**src/rtl/tmr_cc_pkg.sv**
```systemverilog
package tmr_cc_pkg;
  localparam logic [2:0] ADDR_CTRL = 3'd0;
  localparam logic [2:0] ADDR_DIV  = 3'd1;
  localparam logic [2:0] ADDR_PER  = 3'd2;
  localparam logic [2:0] ADDR_DATA = 3'd3;
  localparam logic [2:0] ADDR_FLAG = 3'd4;

  // strobes and live configuration from control to datapath
  typedef struct packed {
    logic tick;
    logic capture;
    logic perWr;
    logic dataWr;
    logic capMode;
    logic bufEn;
    logic wide;
  } tmrStrb_t;
endpackage

```
**src/rtl/tmr_cc_ctrl.sv**
```systemverilog
module tmr_cc_ctrl
  import tmr_cc_pkg::*;
#(
  parameter int DIV_W  = 16,
  parameter int SYNC_N = 2
) (
  input  logic             clk,
  input  logic             rstN,
  input  logic             wrEn,
  input  logic [2:0]       wrAddr,
  input  logic [DIV_W-1:0] wrLow,
  input  logic             chIn,
  input  logic             ovfEv,
  output tmrStrb_t         strb,
  output logic             capFlag
);
  logic             runEn, capMode, bufEn, wide;
  logic [DIV_W-1:0] divPend, divAct, presCnt;
  logic [SYNC_N:0]  syncQ;
  logic             capStb, rise, tick;

  assign tick = runEn && (presCnt == divAct);
  assign rise = syncQ[SYNC_N-1] & ~syncQ[SYNC_N];

  always_ff @(posedge clk or negedge rstN) begin
    if (!rstN) begin
      runEn   <= 1'b0;
      capMode <= 1'b0;
      bufEn   <= 1'b0;
      wide    <= 1'b0;
      divPend <= '0;
      divAct  <= '0;
      presCnt <= '0;
      syncQ   <= '0;
      capStb  <= 1'b0;
      capFlag <= 1'b0;
    end else begin
      if (wrEn && wrAddr == ADDR_CTRL) begin
        runEn   <= wrLow[0];
        capMode <= wrLow[1];
        bufEn   <= wrLow[2];
        wide    <= wrLow[3];
      end
      if (wrEn && wrAddr == ADDR_DIV) divPend <= wrLow;
      if (ovfEv) divAct <= divPend;
      if (tick) presCnt <= '0;
      else if (runEn) presCnt <= presCnt + 1'b1;
      syncQ  <= {syncQ[SYNC_N-1:0], chIn};
      capStb <= rise;
      if (capStb && capMode) capFlag <= 1'b1;
      else if (wrEn && wrAddr == ADDR_FLAG && wrLow[0]) capFlag <= 1'b0;
    end
  end

  always_comb begin
    strb.tick    = tick;
    strb.capture = capStb && capMode;
    strb.perWr   = wrEn && wrAddr == ADDR_PER;
    strb.dataWr  = wrEn && wrAddr == ADDR_DATA;
    strb.capMode = capMode;
    strb.bufEn   = bufEn;
    strb.wide    = wide;
  end

  a_r2_prescaler_holds: assert property (@(posedge clk) disable iff (!rstN)
    !runEn |=> $stable(presCnt));
  a_r4_div_waits: assert property (@(posedge clk) disable iff (!rstN)
    !ovfEv |=> $stable(divAct));
  a_r9_flag_sets: assert property (@(posedge clk) disable iff (!rstN)
    strb.capture |=> capFlag);
endmodule

```
**src/rtl/tmr_cc_dpath.sv**
```systemverilog
module tmr_cc_dpath
  import tmr_cc_pkg::*;
#(
  parameter int CNT_W    = 32,
  parameter int NARROW_W = 16
) (
  input  logic             clk,
  input  logic             rstN,
  input  tmrStrb_t         strb,
  input  logic [CNT_W-1:0] wrData,
  output logic [CNT_W-1:0] cnt,
  output logic             ovfEv,
  output logic             chOut,
  output logic [CNT_W-1:0] chData
);
  localparam logic [CNT_W-1:0] NARROW_MASK = {{(CNT_W-NARROW_W){1'b0}}, {NARROW_W{1'b1}}};
  localparam logic [CNT_W-1:0] ONE = 1;

  logic [CNT_W-1:0] per, dataAct, dataShadow;
  logic [CNT_W-1:0] mask, perEff, cntEff, dataEff;

  assign mask    = strb.wide ? '1 : NARROW_MASK;
  assign perEff  = per & mask;
  assign cntEff  = cnt & mask;
  assign dataEff = dataAct & mask;
  assign ovfEv   = strb.tick && (perEff != '0) && (cntEff == perEff);
  assign chOut   = !strb.capMode && (cntEff < dataEff);
  assign chData  = dataAct;

  always_ff @(posedge clk or negedge rstN) begin
    if (!rstN) begin
      per        <= '0;
      cnt        <= '0;
      dataAct    <= '0;
      dataShadow <= '0;
    end else begin
      if (strb.perWr) per <= wrData;
      if (strb.tick && perEff != '0)
        cnt <= ovfEv ? '0 : ((cnt + ONE) & mask);
      if (strb.dataWr) dataShadow <= wrData;
      if (strb.capture) dataAct <= cntEff;
      else if (strb.dataWr && !strb.bufEn) dataAct <= wrData;
      else if (ovfEv && strb.bufEn) dataAct <= dataShadow;
    end
  end

  a_r3_ovf_wraps: assert property (@(posedge clk) disable iff (!rstN)
    ovfEv |=> cnt == '0);
  a_r3_ovf_single: assert property (@(posedge clk) disable iff (!rstN)
    ovfEv |=> !ovfEv);
  a_r5_zero_holds: assert property (@(posedge clk) disable iff (!rstN)
    (perEff == '0) |=> $stable(cnt));
  a_r8_buffered_waits: assert property (@(posedge clk) disable iff (!rstN)
    (!strb.capMode && strb.bufEn && !ovfEv) |=> $stable(dataAct));
endmodule

```
**src/rtl/tmr_cc_top.sv**
```systemverilog
module tmr_cc_top
  import tmr_cc_pkg::*;
#(
  parameter int CNT_W    = 32,
  parameter int NARROW_W = 16,
  parameter int DIV_W    = 16,
  parameter int SYNC_N   = 2
) (
  input  logic             clk,
  input  logic             rstN,
  input  logic             wrEn,
  input  logic [2:0]       wrAddr,
  input  logic [CNT_W-1:0] wrData,
  input  logic             chIn,
  output logic [CNT_W-1:0] cnt,
  output logic             ovf,
  output logic             chOut,
  output logic [CNT_W-1:0] chData,
  output logic             capFlag
);
  tmrStrb_t strb;
  logic     ovfEv;

  tmr_cc_ctrl #(.DIV_W(DIV_W), .SYNC_N(SYNC_N)) ctrl_i (
    .clk(clk), .rstN(rstN), .wrEn(wrEn), .wrAddr(wrAddr),
    .wrLow(wrData[DIV_W-1:0]), .chIn(chIn), .ovfEv(ovfEv),
    .strb(strb), .capFlag(capFlag)
  );

  tmr_cc_dpath #(.CNT_W(CNT_W), .NARROW_W(NARROW_W)) dpath_i (
    .clk(clk), .rstN(rstN), .strb(strb), .wrData(wrData),
    .cnt(cnt), .ovfEv(ovfEv), .chOut(chOut), .chData(chData)
  );

  assign ovf = ovfEv;
endmodule

```
**config.mk**
```make
export PLATFORM = sky130hd
export DESIGN_NAME = tmr_cc_top
export DESIGN_NICKNAME = d
export VERILOG_FILES = /design/src/rtl/tmr_cc_pkg.sv /design/src/rtl/tmr_cc_ctrl.sv /design/src/rtl/tmr_cc_dpath.sv /design/src/rtl/tmr_cc_top.sv
export SDC_FILE = /design/constraint.sdc
export NUM_CORES = 1
export LEC_CHECK = 0
export ABC_AREA = 1
export BUFFER_PORTS_ARGS = -buffer_cell sky130_fd_sc_hd__buf_2
export CAP_MARGIN = 20
export CORE_MARGIN = 2
export CORE_UTILIZATION = 60
export DETAILED_ROUTE_END_ITERATION = 7
export HOLD_SLACK_MARGIN = 0.02
export PLACE_DENSITY_LB_ADDON = 0.2
export RECOVER_POWER = 100
export SLEW_MARGIN = 10
export SYNTH_ARGS = -nofsm -noshare
export SYNTH_HDL_FRONTEND = slang
export SYNTH_SLANG_ARGS = --single-unit
```
**constraint.sdc**
```tcl
create_clock -name clk -period 3.3 [get_ports clk]
set_input_delay 0.66 -clock clk [delete_from_list [all_inputs] [get_ports clk]]
set_output_delay 0.66 -clock clk [all_outputs]
set_load 0.05 [all_outputs]
```
==> summary.txt <==
Yosys warns -> 0
Final setup skew -> 0.0130 ns
Non-Filler Instances -> 1,833
Yosys cell types -> 34
XOR/XNOR Fraction of Synth Area -> 2.93%
Synth Area per Inst -> 7.14 µm²
Placed Instances -> 1,797
WL per Instance -> 17.1 µm
Initial antenna violation count -> 0
Power per cell area -> 623 nW/µm²
Period utilization -> 99.4%
Levels on crit path -> 11
Core area -> 17,400 µm²
Largest family of logic cells by synthesized area -> simple AND/OR/NAND/NOR gates
Top cell type by total area after synthesis -> dfrtp_1
Mux cell area share after synthesis -> 0%
Inserted Diodes -> 0
CTS tree -> built
Vias per inst -> 5.68
Net count after synthesis -> 1,581
Max stage delay on crit path -> 0.52 ns
CP max FO -> 11
Yosys top cell area share -> 43.0%
DPL Wire Length -> 22.9 mm
RePlAce Congestion -> 0.948
Die ar. -> 19,000 µm²
Crit Path Class -> reg2out
Failing checks -> capacitance limit, slew limit
Dpl cell area -> 11,500 µm²
Design area -> 12,000 µm²
Lkg Pwr -> 6.19 nW
WL final -> 31.3 mm
Hold Crit Depth -> 1
Residual DRC -> 0
Max_cap viols -> 3
Actual slew at the worst max-slew pin -> 2.09 ns
CTS Sinks -> 185
Initial DRT Pass Iterations -> 7
Worst endpoint required time -> 2.64 ns
Reg2reg path depth -> 12
H-Tree Depth -> 4
FF+latch count, synth -> 185
Layout cells sized above 1 -> 6.78%
Post-Syn Instances -> 1,509
Syn Std Cell Area -> 10,800 µm²
Crit-path slowest cell -> dfrtp_4
Synth area leaders -> dfrtp_1, nand2_1, o21ai_0
Initial DRC count -> 1,018
Post-layout net count -> 1,667
Final setup violating endpoints -> 0
Die Span X -> 138 µm
Compound-Gate Fraction of Synth Area -> 11.5%
GRT Util Overall -> 33.9%
Crit path buf inv count -> 4
Hold_ws -> 0.322 ns
Fmax -> 305 MHz
Sequential share of the synthesized area -> 43.0%
Die Height -> 138 µm
Vias in the first global route -> 9,324
Setup TNS -> 0 ns
Input/output buffers -> 105
Slew Limit Fails -> 187
Rel. slew slack -> -39.4%
Arrival time worst endpoint -> 2.62 ns
Commonest non-fill, non-tap cell in the layout -> nand2_1
First-pass GRT wire length -> 49.5 mm
Pwr Total -> 7.46 mW
Critical R2R Launch -> ctrl_i.wide
Hold_sp -> chIn
Grt ovf -> 0
Worst Setup SP -> ctrl_i.wide
Site Rows -> 48
Cts hold-fix bufs -> 0
Clock Path Buffers -> 2
CTS clk-pin slew, worst paths -> 0.08 ns
Simple-gate share of the synthesized area -> 29.5%
Kind of cell adding the most delay to the critical path -> compound AO/OA/AOI/OAI gates
Tmin final -> 3.28 ns
Final Hold Fails -> 0
Final ANT Viol Nets -> 0
Most frequent cells in the layout -> nand2_1, dfrtp_1, inv_1
Initial Utilization -> 61.9%
Crit end category -> primary output
Root Driver -> clkbuf_16
# IOs -> 106
Status -> finished with violations
Critical Path Source Type -> flop
Peak VDD IR -> 490 µV
Adder-Cell Fraction of Synth Area -> 3.83%
Vias -> 10,409
CTS buffer count -> 17
Largest net degree at the start of global routing -> 84
Crit-path cells -> buf_4, buf_4, nand2_1, inv_2, ha_1, a21oi_1, o21ai_0, a211oi_1, o21ai_0, a21oi_2, buf_6
Clock latency on the worst-skew pair -> 0.44 ns
Worst Hold Class -> in2reg
Area grow syn2layout -> 11.2%
synthesized netlist by cell type:
| master | instances |
|---|---|
| a31oi_1 | 1 |
| nand2_2 | 1 |
| xor2_1 | 33 |
| buf_4 | 2 |
| nor3_1 | 23 |
| dfrtp_1 | 185 |
| nor3_4 | 1 |
| clkbuf_1 | 38 |
| nand3_4 | 1 |
| nand3b_1 | 2 |
| xnor2_1 | 3 |
| nor2_4 | 3 |
| a21oi_1 | 50 |
| nand2_1 | 446 |
| o21ai_0 | 166 |
| ha_1 | 33 |
| buf_2 | 17 |
| nand4_1 | 17 |
| and3_1 | 1 |
| buf_1 | 2 |
| o21ai_1 | 5 |
| inv_1 | 180 |
| a211oi_1 | 2 |
| nand3_2 | 1 |
| nor2_1 | 144 |
| a211o_1 | 1 |
| nor2_2 | 1 |
| nand3_1 | 121 |
| inv_2 | 6 |
| buf_6 | 4 |
| nand2_4 | 1 |
| o211ai_1 | 7 |
| nor4_1 | 3 |
| o22ai_1 | 8 |
routing by layer:
layer / share of wire, % / up-vias / track usage [%]
li1: - / 4997 / -
met1: 45 / 4881 / 49.8
met2: 44 / 465 / 51.6
met3: 8.3 / 66 / 5.59
met4: 2.3 / 0 / 10.8
met5: 0 / - / 0
flip-flops by register name, indices dropped and copies added, names as in the netlist:
signal and cells:
ctrl_i.bufEn 1, ctrl_i.capFlag 1, ctrl_i.capMode 1, ctrl_i.capStb 1
ctrl_i.divAct 16, ctrl_i.divPend 16, ctrl_i.presCnt 16, ctrl_i.runEn 1
ctrl_i.syncQ 3, ctrl_i.wide 1, dpath_i.chData 32, dpath_i.cnt 32
dpath_i.dataShadow 32, dpath_i.per 32
through the flow:
stage | utilization [%] | setup WS, ns
2_1_floorplan | - | 0.141
3_3_place_gp | 66.0 | 0.319
3_5_place_dp | 66.0 | 0.313
4_1_cts | 69.5 | 0.000750
5_1_grt | 68.8 | -0.00278
6_report | 68.8 | 0.0201
cell families (layout without fill, tap and decap cells):
group           count (synthesis)  in the layout
fa+ha+maj                      33             33
buf+inv                       249            348
flops                         185            185
simple gates                  766            766
compound gates                240            240
xor+xnor                       36             36
cell type report:
cell class                      count  area (µm²)
Multi-Input combinational cell   1075        5130
Clock buffer                       17         425
Sequential cell                   185        4630
Timing Repair Buffer              130         629
Tap cell                          225         282
Inverter                          186         698
Fill cell                        1571        5440
Clock inverter                     15         174
worst paths after layout:
path	endpoint	slack [ns]
setup reg to reg	ctrl_i.divAct[6]	0.29
setup / recovery	chOut	0.02
hold reg to reg	ctrl_i.syncQ[1]	0.36
min in group asynchronous	dpath_i.dataShadow[6]	0.80
max in group asynchronous	dpath_i.cnt[1]	0.57
hold / removal	ctrl_i.syncQ[0]	0.32
where the power goes:
group | internal, mW | switching [mW]
sequential | 2.67 | 0.416
clock | 1.02 | 1.05
combinational | 0.644 | 1.65
total | 4.34 | 3.12
worst register-to-register path, cell delays in order, from the launching register on:
cell and delay (ns):
dfrtp_4 0.47, buf_4 0.20, buf_4 0.17, o21ai_0 0.08
nand2_1 0.09, nor2_1 0.05, nand2_1 0.09, nor2_4 0.07
nor2_1 0.52, nand2_1 0.35, clkbuf_2 0.42, nor2_1 0.30
a21oi_1 0.07
what timing repair did:
action,in CTS,in global routing
buffers inserted,1,3
pin swaps,0,1
gates resized for setup,2,7
gates cloned,0,0
setup endpoints to repair,2,2
Power figures use the tool's default switching activity.
